`config.mk`:
```
export PLATFORM = sky130hd
export DESIGN_NAME = pllcal_seq
export DESIGN_NICKNAME = d
export VERILOG_FILES = /design/src/rtl/pllcal_pkg.sv /design/src/rtl/pllcal_tmr.sv /design/src/rtl/pllcal_bus.sv /design/src/rtl/pllcal_seq.sv
export SDC_FILE = /design/constraint.sdc
export NUM_CORES = 1
export LEC_CHECK = 0
export BUFFER_PORTS_ARGS = -buffer_cell sky130_fd_sc_hd__buf_2
export CORE_MARGIN = 3
export CORE_UTILIZATION = 39
export CTS_BUF_LIST = sky130_fd_sc_hd__clkbuf_4 sky130_fd_sc_hd__clkbuf_8
export DETAILED_ROUTE_END_ITERATION = 16
export RECOVER_POWER = 25
export SYNTH_ARGS = -nofsm -noshare
export SYNTH_HDL_FRONTEND = slang
export SYNTH_HIERARCHICAL = 1
export SYNTH_SLANG_ARGS = --single-unit
```
`constraint.sdc`:
```
create_clock -name clk -period 4.9 [get_ports clk]
set_input_delay 0.245 -clock clk [delete_from_list [all_inputs] [get_ports clk]]
set_output_delay 0.245 -clock clk [all_outputs]
set_load 0.02 [all_outputs]
```
`src/rtl/pllcal_pkg.sv`:
```
package pllcal_pkg;

    localparam int unsigned OFS_ARB  = 'h000;
    localparam int unsigned OFS_STAT = 'h280;
    localparam int unsigned OFS_CAL  = 'h100;
    localparam int unsigned OFS_PRST = 'h2E0;

    localparam int unsigned GNT_BIT  = 2;
    localparam int unsigned CAL_BIT  = 1;
    localparam int unsigned PRST_BIT = 0;

    localparam int unsigned ARB_TAKE = 'h2;
    localparam int unsigned ARB_GIVE = 'h1;

    localparam int unsigned NTMR   = 5;
    localparam int unsigned T_SET  = 0;
    localparam int unsigned T_GNT  = 1;
    localparam int unsigned T_RISE = 2;
    localparam int unsigned T_FALL = 3;
    localparam int unsigned T_LOCK = 4;

    typedef enum logic [3:0] {
        ST_IDLE, ST_SETTLE, ST_REQ, ST_POLL, ST_RMW_RD, ST_RMW_WR,
        ST_REL, ST_WRISE, ST_WFALL, ST_WLOCK, ST_PR_SET, ST_PR_CLR
    } st_e;

    typedef enum logic [2:0] {
        EC_NONE  = 3'd0,
        EC_GRANT = 3'd1,
        EC_RISE  = 3'd2,
        EC_FALL  = 3'd3,
        EC_LOCK  = 3'd4
    } ec_e;

endpackage

```
`src/rtl/pllcal_tmr.sv`:
```
module pllcal_tmr #(
    parameter int TW = 16
) (
    input  logic          clk,
    input  logic          rst_n,
    input  logic          load_i,
    input  logic [TW-1:0] lim_i,
    input  logic          en_i,
    output logic          exp_o
);
    logic [TW-1:0] cnt_d, cnt_q;

    always_comb begin
        cnt_d = cnt_q;
        if (load_i)
            cnt_d = lim_i;
        else if (en_i && cnt_q != '0)
            cnt_d = cnt_q - 1'b1;
    end

    always_ff @(posedge clk or negedge rst_n) begin
        if (!rst_n) cnt_q <= '0;
        else        cnt_q <= cnt_d;
    end

    assign exp_o = (cnt_q == '0);
endmodule

```
`src/rtl/pllcal_bus.sv`:
```
module pllcal_bus #(
    parameter int AW = 10,
    parameter int DW = 32
) (
    input  logic          clk,
    input  logic          rst_n,
    input  logic          cmd_vld_i,
    input  logic          cmd_wr_i,
    input  logic [AW-1:0] cmd_addr_i,
    input  logic [DW-1:0] cmd_wdata_i,
    input  logic          abort_i,
    output logic          rsp_vld_o,
    output logic [DW-1:0] rsp_data_o,
    output logic [AW-1:0] av_addr_o,
    output logic          av_read_o,
    output logic          av_write_o,
    output logic [DW-1:0] av_wdata_o,
    input  logic [DW-1:0] av_rdata_i,
    input  logic          av_waitreq_i
);
    typedef struct packed {
        logic          act;
        logic          wr;
        logic [AW-1:0] addr;
        logic [DW-1:0] wdata;
        logic          rsp;
        logic [DW-1:0] rdata;
    } bus_s;

    bus_s q, d;

    always_comb begin
        d     = q;
        d.rsp = 1'b0;
        if (abort_i) begin
            d.act = 1'b0;
        end else if (q.act) begin
            if (!av_waitreq_i) begin
                d.act = 1'b0;
                d.rsp = 1'b1;
                if (!q.wr) d.rdata = av_rdata_i;
            end
        end else if (cmd_vld_i) begin
            d.act   = 1'b1;
            d.wr    = cmd_wr_i;
            d.addr  = cmd_addr_i;
            d.wdata = cmd_wdata_i;
        end
    end

    always_ff @(posedge clk or negedge rst_n) begin
        if (!rst_n) q <= '0;
        else        q <= d;
    end

    assign av_addr_o  = q.addr;
    assign av_wdata_o = q.wdata;
    assign av_read_o  = q.act && !q.wr;
    assign av_write_o = q.act && q.wr;
    assign rsp_vld_o  = q.rsp;
    assign rsp_data_o = q.rdata;
endmodule

```
`src/rtl/pllcal_seq.sv`:
```
module pllcal_seq
    import pllcal_pkg::*;
#(
    parameter int AW         = 10,
    parameter int DW         = 32,
    parameter int TW         = 16,
    parameter bit AUTO_START = 1'b0
) (
    input  logic          clk,
    input  logic          rst_n,
    input  logic          start_i,
    input  logic          prst_i,
    input  logic [TW-1:0] settle_lim_i,
    input  logic [TW-1:0] grant_lim_i,
    input  logic [TW-1:0] rise_lim_i,
    input  logic [TW-1:0] fall_lim_i,
    input  logic [TW-1:0] lock_lim_i,
    output logic [AW-1:0] av_addr_o,
    output logic          av_read_o,
    output logic          av_write_o,
    output logic [DW-1:0] av_wdata_o,
    input  logic [DW-1:0] av_rdata_i,
    input  logic          av_waitreq_i,
    input  logic          cal_busy_i,
    input  logic          lock_i,
    output logic          busy_o,
    output logic          done_o,
    output logic          err_o,
    output logic [2:0]    err_code_o
);
    localparam st_e ST_RST = AUTO_START ? ST_SETTLE : ST_IDLE;

    typedef struct packed {
        st_e           st;
        logic          fresh;
        logic          done;
        logic          err;
        ec_e           code;
        logic [DW-1:0] data;
    } seq_s;

    seq_s q, d;

    logic            cmd_vld, cmd_wr, bus_abort, bus_rsp;
    logic [AW-1:0]   cmd_addr;
    logic [DW-1:0]   cmd_wdata, bus_rdata;
    logic [NTMR-1:0] tld, ten, texp;
    logic [TW-1:0]   tlim [NTMR];

    assign tlim[T_SET]  = settle_lim_i;
    assign tlim[T_GNT]  = grant_lim_i;
    assign tlim[T_RISE] = rise_lim_i;
    assign tlim[T_FALL] = fall_lim_i;
    assign tlim[T_LOCK] = lock_lim_i;

    for (genvar gi = 0; gi < NTMR; gi++) begin : g_tmr
        pllcal_tmr #(.TW(TW)) u_tmr (
            .clk    (clk),
            .rst_n  (rst_n),
            .load_i (tld[gi]),
            .lim_i  (tlim[gi]),
            .en_i   (ten[gi]),
            .exp_o  (texp[gi])
        );
    end

    pllcal_bus #(.AW(AW), .DW(DW)) u_bus (
        .clk          (clk),
        .rst_n        (rst_n),
        .cmd_vld_i    (cmd_vld),
        .cmd_wr_i     (cmd_wr),
        .cmd_addr_i   (cmd_addr),
        .cmd_wdata_i  (cmd_wdata),
        .abort_i      (bus_abort),
        .rsp_vld_o    (bus_rsp),
        .rsp_data_o   (bus_rdata),
        .av_addr_o    (av_addr_o),
        .av_read_o    (av_read_o),
        .av_write_o   (av_write_o),
        .av_wdata_o   (av_wdata_o),
        .av_rdata_i   (av_rdata_i),
        .av_waitreq_i (av_waitreq_i)
    );

    always_comb begin
        d         = q;
        cmd_vld   = 1'b0;
        cmd_wr    = 1'b1;
        cmd_addr  = '0;
        cmd_wdata = '0;
        bus_abort = 1'b0;
        tld       = '0;
        ten       = '0;
        case (q.st)
            ST_IDLE: begin
                if (start_i || prst_i) begin
                    d.st    = start_i ? ST_REQ : ST_PR_SET;
                    d.fresh = 1'b1;
                    d.done  = 1'b0;
                    d.err   = 1'b0;
                    d.code  = EC_NONE;
                end
            end
            ST_SETTLE: begin
                if (q.fresh) begin
                    tld[T_SET] = 1'b1;
                    d.fresh    = 1'b0;
                end else if (texp[T_SET]) begin
                    d.st    = ST_REQ;
                    d.fresh = 1'b1;
                end else begin
                    ten[T_SET] = 1'b1;
                end
            end
            ST_REQ: begin
                cmd_addr  = AW'(OFS_ARB);
                cmd_wdata = DW'(ARB_TAKE);
                if (bus_rsp) begin
                    d.st       = ST_POLL;
                    d.fresh    = 1'b1;
                    tld[T_GNT] = 1'b1;
                end
            end
            ST_POLL: begin
                cmd_wr   = 1'b0;
                cmd_addr = AW'(OFS_STAT);
                if (bus_rsp) begin
                    d.fresh = 1'b1;
                    if (!bus_rdata[GNT_BIT]) d.st = ST_RMW_RD;
                end else if (texp[T_GNT]) begin
                    bus_abort = 1'b1;
                    d.st      = ST_IDLE;
                    d.err     = 1'b1;
                    d.code    = EC_GRANT;
                end else begin
                    ten[T_GNT] = 1'b1;
                end
            end
            ST_RMW_RD: begin
                cmd_wr   = 1'b0;
                cmd_addr = AW'(OFS_CAL);
                if (bus_rsp) begin
                    d.data  = bus_rdata;
                    d.st    = ST_RMW_WR;
                    d.fresh = 1'b1;
                end
            end
            ST_RMW_WR: begin
                cmd_addr  = AW'(OFS_CAL);
                cmd_wdata = q.data | (DW'(1) << CAL_BIT);
                if (bus_rsp) begin
                    d.st    = ST_REL;
                    d.fresh = 1'b1;
                end
            end
            ST_REL: begin
                cmd_addr  = AW'(OFS_ARB);
                cmd_wdata = DW'(ARB_GIVE);
                if (bus_rsp) begin
                    d.st        = ST_WRISE;
                    tld[T_RISE] = 1'b1;
                end
            end
            ST_WRISE: begin
                if (cal_busy_i) begin
                    d.st        = ST_WFALL;
                    tld[T_FALL] = 1'b1;
                end else if (texp[T_RISE]) begin
                    d.st   = ST_IDLE;
                    d.err  = 1'b1;
                    d.code = EC_RISE;
                end else begin
                    ten[T_RISE] = 1'b1;
                end
            end
            ST_WFALL: begin
                if (!cal_busy_i) begin
                    d.st        = ST_WLOCK;
                    tld[T_LOCK] = 1'b1;
                end else if (texp[T_FALL]) begin
                    d.st   = ST_IDLE;
                    d.err  = 1'b1;
                    d.code = EC_FALL;
                end else begin
                    ten[T_FALL] = 1'b1;
                end
            end
            ST_WLOCK: begin
                if (lock_i) begin
                    d.st   = ST_IDLE;
                    d.done = 1'b1;
                end else if (texp[T_LOCK]) begin
                    d.st   = ST_IDLE;
                    d.err  = 1'b1;
                    d.code = EC_LOCK;
                end else begin
                    ten[T_LOCK] = 1'b1;
                end
            end
            ST_PR_SET: begin
                cmd_addr  = AW'(OFS_PRST);
                cmd_wdata = DW'(1) << PRST_BIT;
                if (bus_rsp) begin
                    d.st    = ST_PR_CLR;
                    d.fresh = 1'b1;
                end
            end
            ST_PR_CLR: begin
                cmd_addr  = AW'(OFS_PRST);
                cmd_wdata = '0;
                if (bus_rsp) begin
                    d.st   = ST_IDLE;
                    d.done = 1'b1;
                end
            end
            default: d.st = ST_IDLE;
        endcase
        if (q.fresh && q.st != ST_IDLE && q.st != ST_SETTLE && !bus_abort) begin
            cmd_vld = 1'b1;
            d.fresh = 1'b0;
        end
    end

    always_ff @(posedge clk or negedge rst_n) begin
        if (!rst_n) begin
            q       <= '0;
            q.st    <= ST_RST;
            q.fresh <= 1'b1;
        end else begin
            q <= d;
        end
    end

    assign busy_o     = (q.st != ST_IDLE);
    assign done_o     = q.done;
    assign err_o      = q.err;
    assign err_code_o = q.code;
endmodule

```
### Word level (Yosys, flattened, before mapping)

Index checks and enable logic that the tools add are counted.

* add/subtract/negate cells: 5
* eq/ne operators: 41
* multiplexer cells: 84
* bitwise gates (word level): 4
* reduce and logical (&&, ||, !) cells: 44

Operators by type and width (number)
* two-way mux 16 bit: 10
* two-way mux 33 bit: 3
* one-hot mux 32 bit (3 select lines): 1
* two-way mux 4 bit: 21
* zero test 16 bit: 5
* nonzero test 16 bit: 5
* subtractor 16 x 1 -> 16 bit, second input constant: 5
* one-hot mux 4 bit (12 select lines): 1
* two-way mux 44 bit: 1
* two-way mux 1 bit: 36
* two-way mux 32 bit: 1
* one-hot mux 10 bit (3 select lines): 1
* two-way mux 5 bit: 5
* != test 3 x 2 -> 1 bit, second input constant: 8
* != test 2 x 1 -> 1 bit, second input constant: 11
* one-hot mux 4 bit (5 select lines): 1
* == test 4 x 3 -> 1 bit, second input constant: 4
* == test 4 bit, second input constant: 4
* != test 2 bit, second input constant: 7
* AND reduction 14 bit: 1
* logical AND 1 bit: 10
* two-way mux 10 bit: 1
* AND reduction 10 bit: 1
* nonzero test 2 bit: 5
* other kinds (20): 30

* bits in registers: 199
* input port bits: 119

### Depth between registers and ports, before layout

Gate-level depths: netlist of run 1.

* word-level depth: 10
* gate-level depth with buffers: 12
* gate-level depth less buffers: 11

### By module

The synthesis of run 1 kept the hierarchy.

By module, submodules not included
* pllcal_bus: times used 1, cells an instance 240, area an instance 3460.8 sq um
* pllcal_tmr (g_tmr[0].u_tmr ...): times used 3, cells an instance 124, area an instance 1063.5 sq um
* pllcal_seq: times used 1, cells an instance 230, area an instance 2344.7 sq um
* pllcal_tmr (g_tmr[3].u_tmr): times used 1, cells an instance 124, area an instance 1054.8 sq um
* pllcal_tmr (g_tmr[4].u_tmr): times used 1, cells an instance 123, area an instance 1044.8 sq um

### Worst setup path before layout of run 1

Ideal clock, no wire load.

* path kind: register to register
* start: register g_tmr[1].u_tmr.cnt_q[0]
* end: register g_tmr[1].u_tmr.cnt_q[11]
* setup time: 0.082 ns
* arrival time: 3.045 ns
* required time: 4.818 ns
* setup slack: 1.773 ns
* stages on the path, launching flop included: 11
* cell sequence: dfrtp_1 > inv_1 > ha_1 > nor4b_1 > nand4_1 > inv_1 > nor4_1 > nor4b_1 > nand2_1 > or4_1 > a31oi_1

* word-level cells in the longest chain between the ends: 6
* elaborated cells on any way between the ends: 10
* classes of those cells: add/sub (1); mux (5); reduce/logical (4)

Ends and longest elaborated chain
* start: declaration: line pllcal_tmr.sv:11 `logic [TW-1:0] cnt_d, cnt_q;`
* start signal: assignment: line pllcal_tmr.sv:23 `else cnt_q <= cnt_d;`
* zero test 16 bit: line pllcal_tmr.sv:26 `assign exp_o = (cnt_q == '0);`
* via texp[1]: line pllcal_seq.sv:47 `logic [NTMR-1:0] tld, ten, texp;`
* two-way mux 1 bit: line pllcal_seq.sv:130 `end else if (texp[T_GNT]) begin`
* two-way mux 1 bit: line pllcal_seq.sv:127 `if (bus_rsp) begin`
* two-way mux 1 bit: line pllcal_seq.sv:94 `case (q.st)`
* via ten[1]: line pllcal_seq.sv:47
* logical AND 1 bit: line pllcal_tmr.sv:17 `else if (en_i && cnt_q != '0)`
* nonzero test 2 bit (no source line)

The timed path passes the listed nets, and every way through them passes these cells. The select of a mux whose other input is x is not followed.
A chain may end at the register's enable or synchronous reset.

### Worst setup path after layout of run 1

* start: register g_tmr[4].u_tmr.cnt_q[0]
* end: register g_tmr[4].u_tmr.cnt_q[15]

* word-level cells in the longest chain between the ends: 6
* elaborated cells on any way between the ends: 10
* classes of those cells: add/sub (1); mux (5); reduce/logical (4)

Ends and longest elaborated chain
* start: declaration: line pllcal_tmr.sv:11
* start signal: assignment: line pllcal_tmr.sv:23
* zero test 16 bit: line pllcal_tmr.sv:26
* via texp[4]: line pllcal_seq.sv:47
* two-way mux 1 bit: line pllcal_seq.sv:192 `end else if (texp[T_LOCK]) begin`
* two-way mux 1 bit: line pllcal_seq.sv:189 `if (lock_i) begin`
* two-way mux 1 bit: line pllcal_seq.sv:94
* via ten[4]: line pllcal_seq.sv:47
* logical AND 1 bit: line pllcal_tmr.sv:17
* nonzero test 2 bit (no source line)

The timed path passes the listed nets, and every way through them passes these cells. The select of a mux whose other input is x is not followed.

==> results, run 1 <==
- The flow ran to the end, but the final reports show violations.
- The checks that failed: max-capacitance violations, max-slew violations.
- Clock-pin slew was measured on the worst setup and hold paths at approximately 0.1 ns.
- The layout net count is 1367.
- The congestion estimate from routability-driven global placement came to 0.855.
- The transition time at the pin with the least slew margin is 2.92 ns.
- The endpoint required time on the critical path is 5.29 ns.
- The number of antenna violations at the first check in global routing came to 4.
- 169 I/O pins were placed.
- The total setup violations reported at the end of the flow is 0.
- The worst stage delay on the critical path is 0.89 ns.
- Of all nets on the critical path, the largest fanout is 18.
- The worst hold path class is primary input to register.
- Derived from the worst setup path, the maximum achievable clock frequency is 278 MHz.
- Setup repair after global routing left no endpoint under its margin.
- The worst ir drop on vdd is 0.166 mV.
- In the finished design, the share of the clock period the worst path needs comes to between 70% and 80%.
- The area growth from synthesis to layout is 16.4%.
- For this block, the initial DRC count from the detailed router was 588.
- The post-cts resize count is 0.
- CTS built an H-tree with a depth of 4.
- The overall power is 2.95 mW.
- The CTS tree is built.
- On the final layout, the worst clock skew is 0.0193 ns.
- The maximum number of pins on one net before global-route repair is ~120.
- The post-detailed-placement half-perimeter wirelength is about 18000 um.
- Input and output buffers added on the ports amount to 167.
- Summing over every cut layer, the via total after detailed routing is approximately 9000.
- A synthesized cell averages 10.2 um2.
- The kind of launch point of the worst setup path is a register.
- The total count of hold-check failures in the final report was 0.
- The number of placement rows is 60.
- The global router's overall resource usage is approximately 17%.
- The slowest stage of the critical path belongs to the cell sky130_fd_sc_hd__nor4_2.
- The critical path goes through inv_1 -> ha_1 -> nor4b_1 -> nand4_1 -> inv_1 -> nor4_2 -> inv_1 -> or4_1 -> or4_1 -> a31oi_1.
- STA puts the critical path data arrival time at 3.99 ns.
- The number of max-slew violations in the final report is 117.
- The netlist area before placement is 0.0111 mm2.
- STA classifies the critical path endpoint as a register.
- The most numerous cell on the critical path is sky130_fd_sc_hd__inv_1.
- The kind of critical path is register to register.
- The share of layout cells above drive strength 1 is 27.6%.
- The initial utilization of the core area, before any placement, comes to roughly 40%.
- The count of unresolved DRC violations after routing is 0.
- The overflow left after global routing is 0.
- The clock root buffer is sky130_fd_sc_hd__clkbuf_8.
- The remaining antenna violation count after routing is 0.
- The most common library cell in the layout ignoring fill and taps is sky130_fd_sc_hd__dfrtp_1.
- Power spread over the standard cell area amounts to ~230 mW/mm2.
- The max-capacitance violation count is 1.
- After clock tree synthesis, the setup repair step added 0 buffers.
- The top cell types in the final layout, fill and taps aside, are sky130_fd_sc_hd__dfrtp_1, sky130_fd_sc_hd__buf_2, sky130_fd_sc_hd__mux2_2.
- In this run the static leakage power is 5.83 nW.
- The first-pass GRT wire length is 43700 um.
- The post-detailed-route via-to-cell ratio is 5.36.
- The final design area excluding fillers is 0.0129 mm2.
- The clock insertion delay at the later pin of the skew report is 0.48 ns.
- The overall die height is 174 um.
- The yosys synthesis warning count is 6.
- The final-layout setup total negative slack is 0 ns.
- The worst max-slew margin expressed relative to the limit is -94.6%.
- The width of the die is 174 um.
- The total cell area at the placement stage is 0.0116 mm2.
- For this run, the detailed router's first-pass iteration total came to 7.
- After detailed routing, the total wire length is 26700 um.
- The longest clock path from root to sink contains 2 buffers.
- The placeable core region is about 0.027 mm2.
- The average wire per cell in the routed design is 16.4 um.
- The number of global-route vias before repair is 8640.
- The clock buffer count from CTS is 17.
- The tree built by TritonCTS fans out to 197 sinks.
- The synthesized netlist cell count is 1086.
- The overall die area is 0.0304 mm2.
- The routed design could run at a clock period as short as 3.60 ns.
- On the final layout, the worst hold slack is 0.0366 ns.
repair_timing:
action / CTS / global route
hold endpoints to repair: 198 / 0
hold buffers: 85 / 0
setup endpoints to repair: 0 / 0
report_power, final:
| part | internal [mW] | total, mW | switching [mW] |
|---|---|---|---|
| Combinational | 0.106 | 0.192 | 0.0859 |
| Sequential | 1.64 | 1.67 | 0.0273 |
| Clock | 0.440 | 1.08 | 0.642 |
layout make-up:
class,count,area (um2)
flip-flops and latches,197,4930
clock inverters,12,139
clock buffers,19,255
multi-input cells,734,5180
inverters,29,109
diodes,4,10.0
fillers,2609,14500
repair buffers,264,1780
well taps,372,465
critical path: cells and delay by family, from the launching register on:
family / cells / cell delay, ns
AO/OA/AOI/OAI: 1 / 0.17
adder cells (fa/ha/maj): 1 / 0.22
buffers and inverters: 3 / 0.56
flip-flops: 1 / 0.41
AND/OR/NAND/NOR: 5 / 2.15
flip-flops by register name, indices dropped and copies added (netlist names):
name               flops
u_bus/rsp_data_o      31
u_bus/av_wdata_o      32
err_code_o             3
u_bus/rsp_vld_o        1
done_o                 1
g_tmr.u_tmr/cnt_q     80
err_o                  1
u_bus/q                2
q                     36
u_bus/av_addr_o       10
stage by stage:
| step | utilization [%] | instances | setup slack, ns |
|---|---|---|---|
| floorplan | - | 1090 | 1.77 |
| global placement | 42.4 | 1511 | 1.36 |
| detailed placement | 42.4 | 1511 | 1.33 |
| CTS | 46.9 | 1627 | 1.32 |
| global route | 46.9 | 1631 | 1.02 |
| finish | 46.9 | 1631 | 1.30 |
final timing paths:
path / slack [ns] / cells after the start / end / start
max: 1.30 / 10 / g_tmr[4].u_tmr/cnt_q[15] / g_tmr[4].u_tmr/cnt_q[0]
min: 0.04 / 3 / g_tmr[1].u_tmr/cnt_q[3] / grant_lim_i[3]
max reg2reg: 1.30 / 10 / g_tmr[4].u_tmr/cnt_q[15] / g_tmr[4].u_tmr/cnt_q[0]
min reg2reg: 0.49 / 1 / u_bus/rsp_data_o[4] / u_bus/rsp_data_o[4]
max in group asynchronous: 1.87 / 3 / g_tmr[3].u_tmr/cnt_q[7] / rst_n
min in group asynchronous: 1.17 / 2 / g_tmr[1].u_tmr/cnt_q[13] / rst_n
layer usage:
layer,track usage [%],share of wire (%),vias up
met4,5.23,2.0,0
met5,0,0,-
met1,23.0,46,4286
met3,4.52,5.3,29
met2,28.4,47,190
li1,-,-,4242
(Power assumes the default switching activity.)
==> inputs of run 2 (changes only) <==
==> constraint.sdc (replaced) <==
create_clock -name clk -period 3.15 [get_ports clk]
set_input_delay 0.1575 -clock clk [delete_from_list [all_inputs] [get_ports clk]]
set_output_delay 0.1575 -clock clk [all_outputs]
set_load 0.02 [all_outputs]
==> results, run 2 (synthesized netlist as in run 1, its figures left out) <==
- The worst setup path is of the register to register kind.
- The CTS clock-pin slew for the worst setup and hold paths is 0.11 ns.
- The CTS tree is built.
- The number of max-slew violations in the final report is 82.
- The I/O pin count is 169.
- Max-cap violations in this run came to 1.
- For this run, the top clock speed supported by timing is between 300 and 400 MHz.
- The register containing the most flip-flops in the final layout is g_tmr.u_tmr/cnt_q.
- The shortest period the worst path allows is 2.94 ns.
- The worst ir drop on vdd is 0.297 mV.
- The first global-routing pass estimated 46000 um of wire.
- The clock reaches the later pin of the worst-skew pair after 0.47 ns.
- STA puts the critical path data required time at 3.55 ns.
- The number of flip-flops under the largest register name is 80.
- The number of clock sinks is 197.
- Adding up every negative setup slack in the final design gives 0 ns.
- The initial utilization of the core area, before any placement, comes to 40.3%.
- The number of global-route vias before repair was 9106.
- In the detailed route, the total length drawn on met3 is 1450 um.
- Dividing the detail-routed wire length by the instance count gives 16.2 um.
- The worst hold path class is primary input to register.
- Setup repair after global routing left no endpoint under its margin.
- The starting DRC count in detailed routing is 543.
- The total count of hold-check failures in the final report is 0.
- The detailed-routing wirelength on met1 is 12600 um.
- The detailed-route via count is 9070.
- In the post-route analysis, the smallest setup slack over all paths is 0.213 ns.
- The flow ran to the end, but the final reports show violations.
- The floorplan step defined a die boundary enclosing 0.0304 mm2.
- The overflow left after global routing is 0.
- The setup slack after placement is roughly 0.15 ns.
- Of all nets on the critical path, the largest fanout is 8.
- The library cells used most frequently in the layout, excluding fill and tap cells, are sky130_fd_sc_hd__dfrtp_1, sky130_fd_sc_hd__buf_2, sky130_fd_sc_hd__dlygate4sd3_1.
- The floorplan has 60 rows.
- The total setup violations reported at the end of the flow is 0.
- The wire length after detailed routing is between 20000 and 30000 um.
- Headroom to the max-slew limit came out at -49.5%.
- The post-detailed-route via-to-cell ratio is roughly 5.3.
- STA classifies the critical path endpoint as a register.
- The number of iterations in the first detailed-routing pass is 5.
- In this run the power density over the cells is 336 mW/mm2.
- The total number of H-tree levels is 4.
- The leakage power is 6.26 nW.
- In the global route stage, overall resource usage came out at between 10% and 20%.
- The overall die height is 174 um.
- During placement, the flow inserted port buffers numbering ~170.
- The post-route netlist has 30.4% of its cells at a drive strength greater than 1.
- Counting along the longest clock path gives a buffer depth of 2.
- The area growth from synthesis to layout is 23.8%.
- The remaining antenna violation count after routing is 0.
- The portion of the clock cycle consumed by the worst path in the final layout is approximately 93%.
- The total placed cells including tap cells is 1563.
- The width of the die is 174 um.
- Buffers inserted during clock tree synthesis total 17.
- Routability-driven placement finished with a final weighted congestion of 0.889.
- At the worst endpoint, the arrival time is 3.34 ns.
- The tree is rooted in a sky130_fd_sc_hd__clkbuf_8.
- The wire-length estimate of the detail-placed layout is 18700 um.
- For the pin with the worst max-slew slack, the measured transition is 2.24 ns.
- The layout net count is around 1500.
- The final reports fail on max-capacitance violations, max-slew violations.
- For the final database, setup skew stands at 0.0193 ns.
- Entering global routing, the biggest net connects 84 pins.
- Leaving out fill and tap cells, the most frequent cell in the layout is sky130_fd_sc_hd__dfrtp_1.
- The placeable core region is 0.0274 mm2.
- In the detailed route, the total length drawn on met2 is 13200 um.
- In this run the top signal layer used is met4.
- After detailed routing, the number of remaining DRC violations is 0.
- The number of antenna violations at the first check in global routing is 4.
- The count of non-filler cells in the finished layout is around 1700.
- The worst setup path is launched from a register.
[run 2: cell count changes in the layout (fill, tap and decap cells not counted), moves of 2 or more]
cell | before | now
sky130_fd_sc_hd__clkinv_4 | 2 | 4
sky130_fd_sc_hd__dlygate4sd3_1 | 85 | 113
sky130_fd_sc_hd__buf_4 | 12 | 61
sky130_fd_sc_hd__clkinv_8 | 1 | 5
sky130_fd_sc_hd__nor4b_2 | 0 | 2
sky130_fd_sc_hd__buf_12 | 0 | 6
sky130_fd_sc_hd__inv_6 | 3 | 1
sky130_fd_sc_hd__inv_8 | 3 | 1
sky130_fd_sc_hd__nor4b_1 | 7 | 5
[run 2: power breakdown]
group | internal, mW | total, mW | switching [mW]
logic | 0.197 | 0.342 | 0.145
clock network | 0.643 | 1.66 | 1.01
registers | 2.56 | 2.60 | 0.0409
[run 2: cell type report]
type                    instances  area (um2)
diodes                          4        10.0
clock buffers                  20         269
clock inverters                12         144
fillers                      2532       13700
inverters                      29         109
multi-input cells             734        5200
flip-flops and latches        197        4930
well taps                     372         465
repair buffers                347        2540
[run 2: stage by stage]
| stage | power, mW | util [%] | area, um2 | hold WS [ns] |
|---|---|---|---|---|
| final | 4.60 | 49.9 | 13700 | 0.125 |
| after global routing | 4.81 | 49.9 | 13700 | 0.137 |
| after CTS | 4.68 | 49.7 | 13600 | 0.0532 |
| after detailed placement | 2.88 | 44.0 | 12100 | 0.276 |
| after global placement | 2.88 | 44.0 | 12100 | 0.266 |
| after floorplan | 2.71 | - | 11100 | -0.138 |
[run 2: worst paths after layout]
| kind | from | endpoint | slack (ns) | depth (start not counted) |
|---|---|---|---|---|
| worst max-delay path | g_tmr[4].u_tmr/cnt_q[0] | g_tmr[4].u_tmr/cnt_q[10] | 0.21 | 11 |
| worst min-delay path | lock_i | done_o | 0.12 | 3 |
| worst max register to register | g_tmr[4].u_tmr/cnt_q[0] | g_tmr[4].u_tmr/cnt_q[10] | 0.21 | 11 |
| worst min register to register | u_bus/rsp_data_o[5] | u_bus/rsp_data_o[5] | 0.49 | 1 |
| max in group asynchronous | rst_n | g_tmr[2].u_tmr/cnt_q[2] | 0.96 | 2 |
| min in group asynchronous | rst_n | u_bus/rsp_data_o[28] | 0.89 | 2 |
[run 2: per-layer routing]
layer / track usage (%) / vias to the layer above
li1: - / 4409
met1: 23.8 / 4408
met2: 30.5 / 226
met3: 4.35 / 27
met4: 5.29 / 0
met5: 0 / -
[run 2: repair_timing]
action / CTS / global route
endpoints found under the setup margin: 0 / 47
setup buffers: 0 / 3
hold buffers: 113 / 0
resized for setup: 0 / 5
hold endpoints to repair: 193 / 0
[run 2: critical path, cell delays in order (launching register included)]
cell and delay, ns:
sky130_fd_sc_hd__dfrtp_1 0.43, sky130_fd_sc_hd__inv_1 0.08, sky130_fd_sc_hd__ha_1 0.23, sky130_fd_sc_hd__nor4b_2 0.18
sky130_fd_sc_hd__nand4_1 0.17, sky130_fd_sc_hd__inv_1 0.11, sky130_fd_sc_hd__nor4_4 0.38, sky130_fd_sc_hd__buf_4 0.22
sky130_fd_sc_hd__nand4bb_1 0.12, sky130_fd_sc_hd__or2_2 0.32, sky130_fd_sc_hd__or4b_1 0.46, sky130_fd_sc_hd__a31oi_1 0.16
